**src/rtl/cfgl_pkg.sv**
```systemverilog
package cfgl_pkg;

    typedef enum logic [2:0] {
        ST_IDLE,
        ST_CS_SETUP,
        ST_SK_LOW,
        ST_SK_HIGH,
        ST_CS_HOLD,
        ST_FINISH
    } ldr_state_t;

    typedef enum logic {
        SCOPE_FULL = 1'b0,
        SCOPE_MAC  = 1'b1
    } ldr_scope_t;

    // Signature expected in byte 0 of the image
    localparam logic [7:0] IMG_SIGNATURE = 8'hA5;
    // Start bit followed by the two-bit read opcode
    localparam logic [2:0] READ_CMD = 3'b110;
    // MAC address occupies image offsets 1..6
    localparam int MAC_LAST_BYTE = 6;

    function automatic int max3(input int a, input int b, input int c);
        int m;
        m = (a > b) ? a : b;
        return (m > c) ? m : c;
    endfunction

endpackage

```
**src/rtl/cfgl_wait.sv**
```systemverilog
module cfgl_wait #(
    parameter int W = 8
) (
    input  logic         clk,
    input  logic         rst_n,
    input  logic         load,
    input  logic [W-1:0] load_val,
    output logic         zero
);

    logic [W-1:0] cnt;

    always_ff @(posedge clk or negedge rst_n) begin
        if (!rst_n) begin
            cnt <= '0;
        end else if (load) begin
            cnt <= load_val;
        end else if (cnt != '0) begin
            cnt <= cnt - 1'b1;
        end
    end

    assign zero = (cnt == '0);

    // a fresh count never starts from an expired timer mid-load
    no_underflow_chk: assert property (@(posedge clk) disable iff (!rst_n)
        (!load && $past(cnt) == '0 && !$past(load)) |-> (cnt == '0));

endmodule

```
**src/rtl/cfgl_shifter.sv**
```systemverilog
module cfgl_shifter
    import cfgl_pkg::*;
#(
    parameter int ADDR_W = 8,
    parameter int CNT_W  = 9
) (
    input  logic             clk,
    input  logic             rst_n,
    input  logic             clear,
    input  logic             sample,
    input  logic             advance,
    input  logic             di,
    output logic             do_bit,
    output logic             in_data,
    output logic             byte_last_bit,
    output logic [CNT_W-1:0] byte_num,
    output logic [CNT_W-1:0] bit_idx,
    output logic [7:0]       rx_byte
);

    localparam int CMD_BITS = 3 + ADDR_W;
    localparam logic [CNT_W-1:0] CMD_BITS_C = CNT_W'(CMD_BITS);

    logic [CMD_BITS-1:0] cmd_sh;
    logic [6:0]          rx_hold;
    logic [CNT_W-1:0]    data_idx;

    always_ff @(posedge clk or negedge rst_n) begin
        if (!rst_n) begin
            bit_idx <= '0;
            cmd_sh  <= '0;
            rx_hold <= '0;
        end else if (clear) begin
            bit_idx <= '0;
            cmd_sh  <= {READ_CMD, {ADDR_W{1'b0}}};
            rx_hold <= '0;
        end else begin
            if (advance) begin
                bit_idx <= bit_idx + 1'b1;
                cmd_sh  <= {cmd_sh[CMD_BITS-2:0], 1'b0};
            end
            if (sample) begin
                rx_hold <= rx_byte[6:0];
            end
        end
    end

    always_comb begin
        in_data       = (bit_idx >= CMD_BITS_C);
        data_idx      = bit_idx - CMD_BITS_C;
        byte_num      = data_idx >> 3;
        byte_last_bit = in_data && (data_idx[2:0] == 3'b111);
        do_bit        = in_data ? 1'b0 : cmd_sh[CMD_BITS-1];
        rx_byte       = {rx_hold, di};
    end

    // the first bit after a new command is loaded is the start bit
    start_bit_chk: assert property (@(posedge clk) disable iff (!rst_n)
        $past(clear) |-> do_bit);

    // the bit index moves by at most one per cycle
    idx_step_chk: assert property (@(posedge clk) disable iff (!rst_n)
        (!$past(clear) && !$past(advance)) |-> $stable(bit_idx));

endmodule

```
**src/rtl/cfg_eeprom_loader.sv**
```systemverilog
module cfg_eeprom_loader
    import cfgl_pkg::*;
#(
    parameter int ADDR_W       = 8,
    parameter int IMG_BYTES    = 32,
    parameter int HALF_CYC     = 4,
    parameter int CS_SETUP_CYC = 60,
    parameter int CS_HOLD_CYC  = 2,
    localparam int REG_AW      = $clog2(IMG_BYTES)
) (
    input  logic              clk,
    input  logic              rst_n,
    input  logic              load_full_req,
    input  logic              load_mac_req,
    input  logic              eep_di,
    output logic              eep_cs,
    output logic              eep_sk,
    output logic              eep_do,
    output logic              busy,
    output logic              done,
    output logic              sig_ok,
    output logic              cfg_we,
    output logic [REG_AW-1:0] cfg_addr,
    output logic [7:0]        cfg_wdata
);

    localparam int CMD_BITS  = 3 + ADDR_W;
    localparam int FULL_BITS = CMD_BITS + 8 * IMG_BYTES;
    localparam int MAC_BITS  = CMD_BITS + 8 * (MAC_LAST_BYTE + 1);
    localparam int CNT_W     = $clog2(FULL_BITS + 1);
    localparam int TMR_MAX   = max3(HALF_CYC, CS_SETUP_CYC, CS_HOLD_CYC);
    localparam int TMR_W     = $clog2(TMR_MAX + 1);

    ldr_state_t state, state_n;
    ldr_scope_t scope;

    logic             tmr_load, tmr_zero;
    logic [TMR_W-1:0] tmr_val;
    logic             sh_clear, sh_sample, sh_advance;
    logic             do_bit, in_data, byte_last_bit;
    logic [CNT_W-1:0] byte_num, bit_idx, end_bits;
    logic [7:0]       rx_byte;
    logic             sig_good, sig_bad;
    logic             req_any, last_bit;

    assign req_any  = load_full_req || load_mac_req;
    assign last_bit = (bit_idx == end_bits - 1'b1);

    cfgl_wait #(.W(TMR_W)) u_wait (
        .clk      (clk),
        .rst_n    (rst_n),
        .load     (tmr_load),
        .load_val (tmr_val),
        .zero     (tmr_zero)
    );

    cfgl_shifter #(.ADDR_W(ADDR_W), .CNT_W(CNT_W)) u_shift (
        .clk           (clk),
        .rst_n         (rst_n),
        .clear         (sh_clear),
        .sample        (sh_sample),
        .advance       (sh_advance),
        .di            (eep_di),
        .do_bit        (do_bit),
        .in_data       (in_data),
        .byte_last_bit (byte_last_bit),
        .byte_num      (byte_num),
        .bit_idx       (bit_idx),
        .rx_byte       (rx_byte)
    );

    // State register
    always_ff @(posedge clk or negedge rst_n) begin
        if (!rst_n) begin
            state <= ST_IDLE;
        end else begin
            state <= state_n;
        end
    end

    // Next state and sequencing strobes
    always_comb begin
        state_n    = state;
        tmr_load   = 1'b0;
        tmr_val    = '0;
        sh_clear   = 1'b0;
        sh_sample  = 1'b0;
        sh_advance = 1'b0;
        unique case (state)
            ST_IDLE: begin
                if (req_any) begin
                    state_n  = ST_CS_SETUP;
                    tmr_load = 1'b1;
                    tmr_val  = TMR_W'(CS_SETUP_CYC - 1);
                    sh_clear = 1'b1;
                end
            end
            ST_CS_SETUP: begin
                if (tmr_zero) begin
                    state_n  = ST_SK_LOW;
                    tmr_load = 1'b1;
                    tmr_val  = TMR_W'(HALF_CYC - 1);
                end
            end
            ST_SK_LOW: begin
                if (tmr_zero) begin
                    state_n   = ST_SK_HIGH;
                    sh_sample = 1'b1;
                    tmr_load  = 1'b1;
                    tmr_val   = TMR_W'(HALF_CYC - 1);
                end
            end
            ST_SK_HIGH: begin
                if (tmr_zero) begin
                    sh_advance = 1'b1;
                    tmr_load   = 1'b1;
                    if (last_bit || sig_bad) begin
                        state_n = ST_CS_HOLD;
                        tmr_val = TMR_W'(CS_HOLD_CYC - 1);
                    end else begin
                        state_n = ST_SK_LOW;
                        tmr_val = TMR_W'(HALF_CYC - 1);
                    end
                end
            end
            ST_CS_HOLD: begin
                if (tmr_zero) begin
                    state_n = ST_FINISH;
                end
            end
            ST_FINISH: begin
                state_n = ST_IDLE;
            end
            default: begin
                state_n = ST_IDLE;
            end
        endcase
    end

    // Pin and status outputs decoded from the state
    always_comb begin
        eep_cs = 1'b0;
        eep_sk = 1'b0;
        busy   = 1'b1;
        unique case (state)
            ST_IDLE:     busy = 1'b0;
            ST_CS_SETUP: eep_cs = 1'b1;
            ST_SK_LOW:   eep_cs = 1'b1;
            ST_SK_HIGH: begin
                eep_cs = 1'b1;
                eep_sk = 1'b1;
            end
            ST_CS_HOLD:  eep_cs = 1'b1;
            ST_FINISH:   eep_cs = 1'b0;
            default:     busy = 1'b0;
        endcase
        eep_do = do_bit;
    end

    // Load bookkeeping: scope, signature decision, writes, completion
    always_ff @(posedge clk or negedge rst_n) begin
        if (!rst_n) begin
            scope     <= SCOPE_FULL;
            end_bits  <= CNT_W'(FULL_BITS);
            sig_good  <= 1'b0;
            sig_bad   <= 1'b0;
            done      <= 1'b0;
            sig_ok    <= 1'b0;
            cfg_we    <= 1'b0;
            cfg_addr  <= '0;
            cfg_wdata <= '0;
        end else begin
            cfg_we <= 1'b0;
            if (state == ST_IDLE && req_any) begin
                scope    <= load_full_req ? SCOPE_FULL : SCOPE_MAC;
                end_bits <= load_full_req ? CNT_W'(FULL_BITS) : CNT_W'(MAC_BITS);
                sig_good <= 1'b0;
                sig_bad  <= 1'b0;
                done     <= 1'b0;
                sig_ok   <= 1'b0;
            end
            if (sh_sample && byte_last_bit) begin
                if (byte_num == '0) begin
                    sig_good <= (rx_byte == IMG_SIGNATURE);
                    sig_bad  <= (rx_byte != IMG_SIGNATURE);
                end else if (sig_good) begin
                    cfg_we    <= 1'b1;
                    cfg_addr  <= byte_num[REG_AW-1:0];
                    cfg_wdata <= rx_byte;
                end
            end
            if (state == ST_FINISH) begin
                done   <= 1'b1;
                sig_ok <= sig_good;
            end
        end
    end

    // Timing monitors for the chip-select windows
    logic [15:0] cs_age, hold_age;

    always_ff @(posedge clk or negedge rst_n) begin
        if (!rst_n) begin
            cs_age   <= '0;
            hold_age <= '0;
        end else begin
            if (!eep_cs)                cs_age <= '0;
            else if (cs_age != 16'hFFFF) cs_age <= cs_age + 1'b1;
            if (eep_sk || !eep_cs)        hold_age <= '0;
            else if (hold_age != 16'hFFFF) hold_age <= hold_age + 1'b1;
        end
    end


    sk_only_with_cs_chk: assert property (@(posedge clk) disable iff (!rst_n)
        eep_sk |-> eep_cs);


    cs_setup_chk: assert property (@(posedge clk) disable iff (!rst_n)
        $rose(eep_sk) |-> (cs_age >= 16'(CS_SETUP_CYC)));


    cs_hold_chk: assert property (@(posedge clk) disable iff (!rst_n)
        $fell(eep_cs) |-> (hold_age >= 16'(CS_HOLD_CYC)));


    do_steady_chk: assert property (@(posedge clk) disable iff (!rst_n)
        (eep_sk && $past(eep_sk)) |-> $stable(eep_do));


    we_needs_sig_chk: assert property (@(posedge clk) disable iff (!rst_n)
        cfg_we |-> (busy && sig_good && in_data));


    bad_sig_quiet_chk: assert property (@(posedge clk) disable iff (!rst_n)
        sig_bad |-> !cfg_we);


    mac_range_chk: assert property (@(posedge clk) disable iff (!rst_n)
        (cfg_we && scope == SCOPE_MAC) |->
            (cfg_addr >= REG_AW'(1) && cfg_addr <= REG_AW'(MAC_LAST_BYTE)));


    busy_done_excl_chk: assert property (@(posedge clk) disable iff (!rst_n)
        busy |-> !done);


    scope_locked_chk: assert property (@(posedge clk) disable iff (!rst_n)
        (busy && $past(busy)) |-> $stable(scope));


    idle_quiet_chk: assert property (@(posedge clk) disable iff (!rst_n)
        !busy |-> (!eep_cs && !eep_sk && !cfg_we));

endmodule

```
**config.mk**
```make
export PLATFORM = sky130hd
export DESIGN_NAME = cfg_eeprom_loader
export DESIGN_NICKNAME = d
export VERILOG_FILES = /design/src/rtl/cfgl_pkg.sv /design/src/rtl/cfgl_wait.sv /design/src/rtl/cfgl_shifter.sv /design/src/rtl/cfg_eeprom_loader.sv
export SDC_FILE = /design/constraint.sdc
export NUM_CORES = 1
export LEC_CHECK = 0
export ABC_AREA = 1
export BUFFER_PORTS_ARGS = -buffer_cell sky130_fd_sc_hd__buf_4
export CORE_MARGIN = 2
export CORE_UTILIZATION = 40
export CTS_CLUSTER_SIZE = 12
export DETAILED_ROUTE_END_ITERATION = 10
export SYNTH_ARGS = -nofsm -noshare
export SYNTH_HDL_FRONTEND = slang
export SYNTH_SLANG_ARGS = --single-unit
```
**constraint.sdc**
```tcl
create_clock -name clk -period 4.3 [get_ports clk]
set_input_delay 0.86 -clock clk [delete_from_list [all_inputs] [get_ports clk]]
set_output_delay 0.86 -clock clk [all_outputs]
set_load 0.05 [all_outputs]
```
==> impl_metrics.env, run 1 <==
export IMPL_finalCriticalPeriod_ns=2.52
export IMPL_path_class="reg -> out"
export IMPL_synthArstFlopShare=1.00
export IMPL_synth_seq_cells=47
export IMPL_dp_cells=404
export IMPL_placed_area_um2=2740
export IMPL_diodes=0
export IMPL_r2r_cells=8
export IMPL_critical_path_arrival_ns=1.66
export IMPL_rsz0062_at_grt="false"
export IMPL_yosysTopAreaCell="dfrtp_1"
export IMPL_cts_root_buf="clkbuf_8"
export IMPL_post_route_drc_count=0
export IMPL_status="finished, final reports clean"
export IMPL_core_um2=5990
export IMPL_numCtsBuffers=5
export IMPL_synth_edf_count=0
export IMPL_critPathBufInv=1
export IMPL_slew_violations=0
export IMPL_grt_pass1_wl_um=8880
export IMPL_place_congestion=0.832
export IMPL_crit_slowest_cell="dfrtp_1"
export IMPL_synth_main_ff_cell="dfrtp_1"
export IMPL_htreeDepth=2
export IMPL_final_nets=346
export IMPL_r2r_start="u_shift.bit_idx[0]"
export IMPL_critPathRequiredTime_ns=3.44
export IMPL_routedWlPerCell_um=12.6
export IMPL_die_area_um2=6920
export IMPL_clock_sinks=47
export IMPL_clk_latency_ns=0.30
export IMPL_num_vias=2044
export IMPL_yosysSeqAreaShare=0.470
export IMPL_instances_no_fill=411
export IMPL_hold_violations=0
export IMPL_skew_ns=0.0112
export IMPL_grt_use_total=0.156
export IMPL_min_period_over_period=0.585
export IMPL_finalSetupTns_ns=0
export IMPL_synthDistinctLibCells=38
export IMPL_stdcell_area_um2=2830
export IMPL_start_util=0.419
export IMPL_hold_depth=2
export IMPL_clkTransAtPathRegs_ns=0.09
export IMPL_pwr_density_cell_nw_per_um2=379
export IMPL_hold_end="cfg_wdata[1]"
export IMPL_initialDrtViolationCount=114
export IMPL_chipHeight_um=83.2
export IMPL_ant_nets=0
export IMPL_wirelength_um=5160
export IMPL_syn_area_um2=2510
export IMPL_synth_fp_nets=321
export IMPL_num_io_pins=25
export IMPL_worstMarginPinSlew_ns=0.602
export IMPL_drive_gt1_frac=0.173
export IMPL_vdd_drop_max_uv=439
export IMPL_portBuffers=24
export IMPL_post_dp_hpwl_um=3700
export IMPL_cts_repair_resized=0
export IMPL_min_path_type="reg -> reg"
export IMPL_ys_top_cells_by_area="dfrtp_1 (46%), nand2_1 (13%), nand3_1 (5.8%)"
export IMPL_critPathMaxFanout=6
export IMPL_syn_avg_cell_area_um2=8.06
export IMPL_hold_buffers=0
export IMPL_endpoint_kind="output pin"
export IMPL_cpPeakStageDelay_ns=0.45
export IMPL_row_count=28
export IMPL_firstDrtPassIters=4
export IMPL_crit_family="flip-flops"
export IMPL_synth_top_area_share=0.459
export IMPL_synthCells=311
export IMPL_postCtsSetupBuffers=0
export IMPL_maxSlewHeadroom=0.599
export IMPL_gr_total_overflow=0
export IMPL_r2r_end="cfg_wdata[3]"
export IMPL_ys_warn_count=0
export IMPL_synthTopCellsByCount="nand2_1 (89), dfrtp_1 (46), inv_1 (35)"
export IMPL_critPathLaunchType="flop"
export IMPL_grt_max_degree=48
export IMPL_setup_violations=0
export IMPL_p_leak_nw=1.50
export IMPL_fmax_mhz=397
export IMPL_die_w_um=83.2
export IMPL_maxCapViolations=0
export IMPL_cts_tree="yes"
export IMPL_synth_most_common_cell="nand2_1"
export IMPL_rrSetupSlack_ns=2.07
export IMPL_antenna_found_initial=0
export IMPL_area_growth_pct=12.7
export IMPL_grt_pass1_vias=1912
export IMPL_cts_buffer_depth=2
export IMPL_via_per_inst=4.97
export IMPL_hold_start="cfg_wdata[1]"
export IMPL_path_cells="ha_1 -> nand3_1 -> nand2_1 -> nor3_1 -> buf_4"
worst register-to-register path: stages, from the launching register on:
cell and delay (ns):
dfrtp_1 0.45, ha_1 0.31, xor2_1 0.18, nor2_1 0.20
nand2_4 0.09, nor3_4 0.51, nand2_4 0.23, nand2_1 0.11
nand2_1 0.05
cell families after synthesis:
family	synth area share
and+or+nand+nor	0.319
adders and majority gates	0.0250
DFF	0.470
AOI/OAI and AO/OA	0.0918
buffers and inverters	0.0773
xor gates and xnor gates	0.0175
sequential cells by signal (all words and copies together), names as in the netlist, 2 cells and up:
name,count
u_shift.rx_hold,7
end_bits,2
u_shift.cmd_sh,2
u_wait.cnt,6
cfg_addr,5
u_shift.bit_idx,9
cfg_wdata,8
state,3
per-layer routing:
metal | track usage | up-vias | share of wire
met4 | 0.0358 | 0 | 0.0095
li1 | - | 1052 | -
met2 | 0.246 | 42 | 0.44
met5 | 0 | - | 0
met1 | 0.218 | 942 | 0.50
met3 | 0.0388 | 8 | 0.047
layout make-up:
| cell class | count | area, µm² |
|---|---|---|
| fillers | 618 | 3170 |
| well taps | 75 | 93.8 |
| clock inverters | 1 | 5.00 |
| clock buffers | 6 | 82.6 |
| inverters | 40 | 150 |
| flip-flops and latches | 47 | 1180 |
| multi-input cells | 218 | 1140 |
| repair buffers | 24 | 180 |
worst max path at each step:
stage,startpoint,end,slack [ns],cells after the start
2_1_floorplan,u_shift.bit_idx[0],eep_do,1.54,4
3_3_place_gp,load_full_req,u_shift.bit_idx[5],2.03,8
3_5_place_dp,load_full_req,u_shift.bit_idx[5],1.93,8
4_1_cts,u_shift.bit_idx[0],eep_do,1.77,5
5_1_grt,u_shift.bit_idx[0],eep_do,1.62,5
6_report,u_shift.bit_idx[0],eep_do,1.78,5
metrics by stage:
stage,total power [mW],worst slack [ns],util,hold WS (ns)
2_1_floorplan,0.728,1.54,-,0.475
3_3_place_gp,0.798,2.03,0.457,0.457
3_5_place_dp,0.804,1.93,0.457,0.463
4_1_cts,1.08,1.77,0.472,0.484
5_1_grt,1.13,1.62,0.472,0.503
6_report,1.07,1.78,0.472,0.476
power by group:
part | switching (mW) | internal, mW
clock | 0.150 | 0.127
sequential | 0.0279 | 0.480
combinational | 0.205 | 0.0817
total | 0.383 | 0.688
cell usage in the layout (no fill, tap or decap), types with 2 or more instances in the layout:
| cell type | netlist | layout |
|---|---|---|
| o211ai_1 | 3 | 3 |
| nand3b_1 | 2 | 2 |
| nand3_1 | 29 | 29 |
| nor2_1 | 17 | 17 |
| or2_2 | 2 | 2 |
| inv_1 | 35 | 35 |
| nand2_4 | 2 | 2 |
| dfrtp_1 | 46 | 46 |
| buf_4 | 1 | 24 |
| nor3_1 | 6 | 6 |
| nand2_1 | 89 | 89 |
| nand2_2 | 6 | 6 |
| xor2_1 | 4 | 4 |
| o21ai_0 | 23 | 23 |
| nor2_2 | 3 | 3 |
| a21oi_1 | 9 | 9 |
| inv_2 | 5 | 5 |
| ha_1 | 5 | 5 |
| clkbuf_8 | 0 | 6 |
| nand4_1 | 4 | 4 |
Note: power is estimated with default switching activity, not from simulation.
==> run 2: changes to the inputs <==
--- a/config.mk
+++ b/config.mk
@@ -5,7 +5,7 @@
 export SDC_FILE = /design/constraint.sdc
 export NUM_CORES = 1
 export LEC_CHECK = 0
-export ABC_AREA = 1
+export ABC_AREA = 0
 export BUFFER_PORTS_ARGS = -buffer_cell sky130_fd_sc_hd__buf_4
 export CORE_MARGIN = 2
 export CORE_UTILIZATION = 40
==> constraint.sdc (replaced) <==
create_clock -name clk -period 2.2 [get_ports clk]
set_input_delay 0.44 -clock clk [delete_from_list [all_inputs] [get_ports clk]]
set_output_delay 0.44 -clock clk [all_outputs]
set_load 0.05 [all_outputs]
==> impl_metrics.env, run 2 <==
export IMPL_grt_pass1_wl_um=8450
export IMPL_synth_main_ff_cell="dfrtp_1"
export IMPL_final_nets=289
export IMPL_synthTopCellsByCount="dfrtp_1 (46), nor2_1 (22), nand2_1 (21)"
export IMPL_max_flop_register="u_shift.bit_idx"
export IMPL_top_regs="u_shift.bit_idx x9, cfg_wdata x8, u_shift.rx_hold x7"
export IMPL_firstDrtPassIters=4
export IMPL_p_leak_nw=1.43
export IMPL_final_cell_mix="dfrtp_1 (46), buf_4 (45), nor2_1 (22)"
export IMPL_rsz0062_at_grt="true"
export IMPL_pwr_density_cell_nw_per_um2=639
export IMPL_grt_pass1_vias=1718
export IMPL_post_dp_hpwl_um=3500
export IMPL_cts_buffer_depth=2
export IMPL_skew_ns=0.0107
export IMPL_place_congestion=0.795
export IMPL_gr_usage_met1=0.208
export IMPL_via_per_inst=5.21
export IMPL_synth_edf_count=0
export IMPL_final_common_cell="dfrtp_1"
export IMPL_core_um2=5990
export IMPL_clkTransAtPathRegs_ns=0.09
export IMPL_min_period_over_period=0.958
export IMPL_critPathRequiredTime_ns=2.39
export IMPL_finalSetupTns_ns=0
export IMPL_r2r_start="u_shift.bit_idx[0]"
export IMPL_maxCapViolations=0
export IMPL_diodes=0
export IMPL_area_growth_pct=20.1
export IMPL_cts_root_buf="clkbuf_8"
export IMPL_p_total_mw=1.92
export IMPL_yosysTopAreaCell="dfrtp_1"
export IMPL_grt_max_degree=48
export IMPL_antenna_found_initial=0
export IMPL_dp_slack_ns=0.0563
export IMPL_gr_total_overflow=0
export IMPL_synth_most_common_cell="dfrtp_1"
export IMPL_min_path_type="in -> async"
export IMPL_synth_fp_nets=252
export IMPL_crit_family="compound AO/OA/AOI/OAI gates"
export IMPL_fmax_mhz=474
export IMPL_hold_violations=0
export IMPL_hold_ws_ns=0.149
export IMPL_path_class="reg -> reg"
export IMPL_largest_reg_flops=9
export IMPL_ys_warn_count=0
export IMPL_hold_buffers=0
export IMPL_cpPeakStageDelay_ns=0.42
export IMPL_setup_violations=0
export IMPL_status="finished, final reports clean"
export IMPL_crit_slowest_cell="dfrtp_1"
export IMPL_worstMarginPinSlew_ns=0.813
export IMPL_synthCells=242
export IMPL_grt_busiest_layer="met2"
export IMPL_synth_seq_cells=47
export IMPL_finalCriticalPeriod_ns=2.11
export IMPL_grt_use_met2=0.234
export IMPL_num_vias=1851
export IMPL_chipHeight_um=83.1
export IMPL_numCtsBuffers=5
export IMPL_wirelength_um=5090
export IMPL_cts_tree="yes"
export IMPL_start_util=0.418
export IMPL_endpoint_kind="flop"
export IMPL_critPathBufInv=1
export IMPL_ant_nets=0
export IMPL_rrSetupSlack_ns=0.09
export IMPL_ys_top_cells_by_area="dfrtp_1 (46%), mux2_4 (5.4%), nor2_1 (3.3%)"
export IMPL_routedWlPerCell_um=14.3
export IMPL_htreeDepth=2
export IMPL_die_w_um=83.1
export IMPL_yosysSeqAreaShare=0.470
export IMPL_drive_gt1_frac=0.293
export IMPL_grt_use_total=0.148
export IMPL_initialDrtViolationCount=62
export IMPL_clock_sinks=47
export IMPL_synth_top_area_share=0.460
export IMPL_post_route_drc_count=0
export IMPL_clk_latency_ns=0.30
export IMPL_row_count=28
export IMPL_slew_violations=0
export IMPL_num_io_pins=25
export IMPL_use_met3=0.0328
export IMPL_post_route_worst_setup_slack_ns=0.0921
export IMPL_stdcell_area_um2=3010
export IMPL_die_area_um2=6910
export IMPL_synthDistinctLibCells=57
export IMPL_critPathLaunchType="flop"
export IMPL_portBuffers=24
export IMPL_syn_avg_cell_area_um2=10.3
export IMPL_vdd_drop_max_uv=356
export IMPL_placed_area_um2=2840
export IMPL_r2r_cells=7
export IMPL_critical_path_arrival_ns=2.29
export IMPL_r2r_end="cfg_wdata[4]"
export IMPL_path_cells="ha_4 -> a211oi_1 -> o211a_1 -> buf_4 -> nor4b_4 -> a21bo_4 -> mux2_4"
export IMPL_critPathMaxFanout=7
export IMPL_synthArstFlopShare=1.00
export IMPL_syn_area_um2=2500
export IMPL_maxSlewHeadroom=0.454
==> run 2: cell count changes after synthesis, sizes merged, moves of 5 or more <==
cell    previous run  this run
nand2             97        21
inv               40         7
nand3             30         8
mux2               0        13
o21ai             24        14
xnor2              1         9
clkbuf             2         8
mux2i              0         6
buf                4         9
or3                0         5
==> run 2: layout make-up <==
| cell class | instances | area (µm²) |
|---|---|---|
| repair buffers | 46 | 349 |
| clock buffers | 5 | 68.8 |
| well taps | 75 | 93.8 |
| clock inverters | 3 | 43.8 |
| flip-flops and latches | 47 | 1180 |
| fillers | 536 | 2980 |
| inverters | 7 | 26.3 |
| multi-input cells | 172 | 1250 |
==> run 2: cell families after synthesis <==
family | Yosys count | synth area share
multiplexers | 19 | 0.0960
buffers and inverters | 24 | 0.0500
XOR/XNOR | 13 | 0.0455
adder cells (fa/ha/maj) | 5 | 0.0250
AND/OR/NAND/NOR | 90 | 0.193
flip-flops | 47 | 0.470
AO/OA/AOI/OAI | 44 | 0.120
==> run 2: worst max-delay path by stage <==
stage / start / to / slack (ns) / cells after the start
4_1_cts: u_shift.bit_idx[0] / eep_do / 0.02 / 5
6_report: u_shift.bit_idx[0] / cfg_wdata[4] / 0.09 / 7
3_3_place_gp: u_shift.bit_idx[0] / cfg_wdata[2] / 0.11 / 6
3_5_place_dp: u_shift.bit_idx[0] / cfg_wdata[0] / 0.06 / 6
2_1_floorplan: u_wait.cnt[0] / cfg_addr[0] / 0.06 / 9
5_1_grt: u_shift.bit_idx[0] / sig_good / -0.02 / 7
==> run 2: stage by stage <==
| step | std cells | util |
|---|---|---|
| CTS | 354 | 0.494 |
| global route | 355 | 0.502 |
| global placement | 345 | 0.473 |
| detailed placement | 345 | 0.473 |
| finish | 355 | 0.502 |
| floorplan | 242 | - |
==> run 2: report_power, final <==
group          total (mW)  switching (mW)  leakage (nW)  internal, mW
Combinational       0.280           0.152         0.753         0.128
Clock               0.644           0.305        0.0581         0.339
Sequential          0.998          0.0677         0.615         0.931
Total                1.92           0.524          1.43          1.40
==> run 2: worst register-to-register path, stage by stage (launching register included) <==
cell and delay, ns:
dfrtp_1 0.42, ha_4 0.19, a211oi_1 0.05, o211a_1 0.24, buf_4 0.15, nor4b_4 0.30, a21bo_4 0.32, mux2_4 0.31
==> run 2: metal layers <==
layer / vias up / routed length, µm
li1: 930 / -
met3: 4 / 157
met2: 33 / 2350
met4: 0 / 35
met5: - / 0
met1: 884 / 2550
==> run 2: what timing repair did <==
item                       in CTS  in global routing
setup endpoints to repair       1                 14
pin swaps                       1                  3
resized for setup               0                  8
cloned                          0                  1
setup buffers                   1                  0
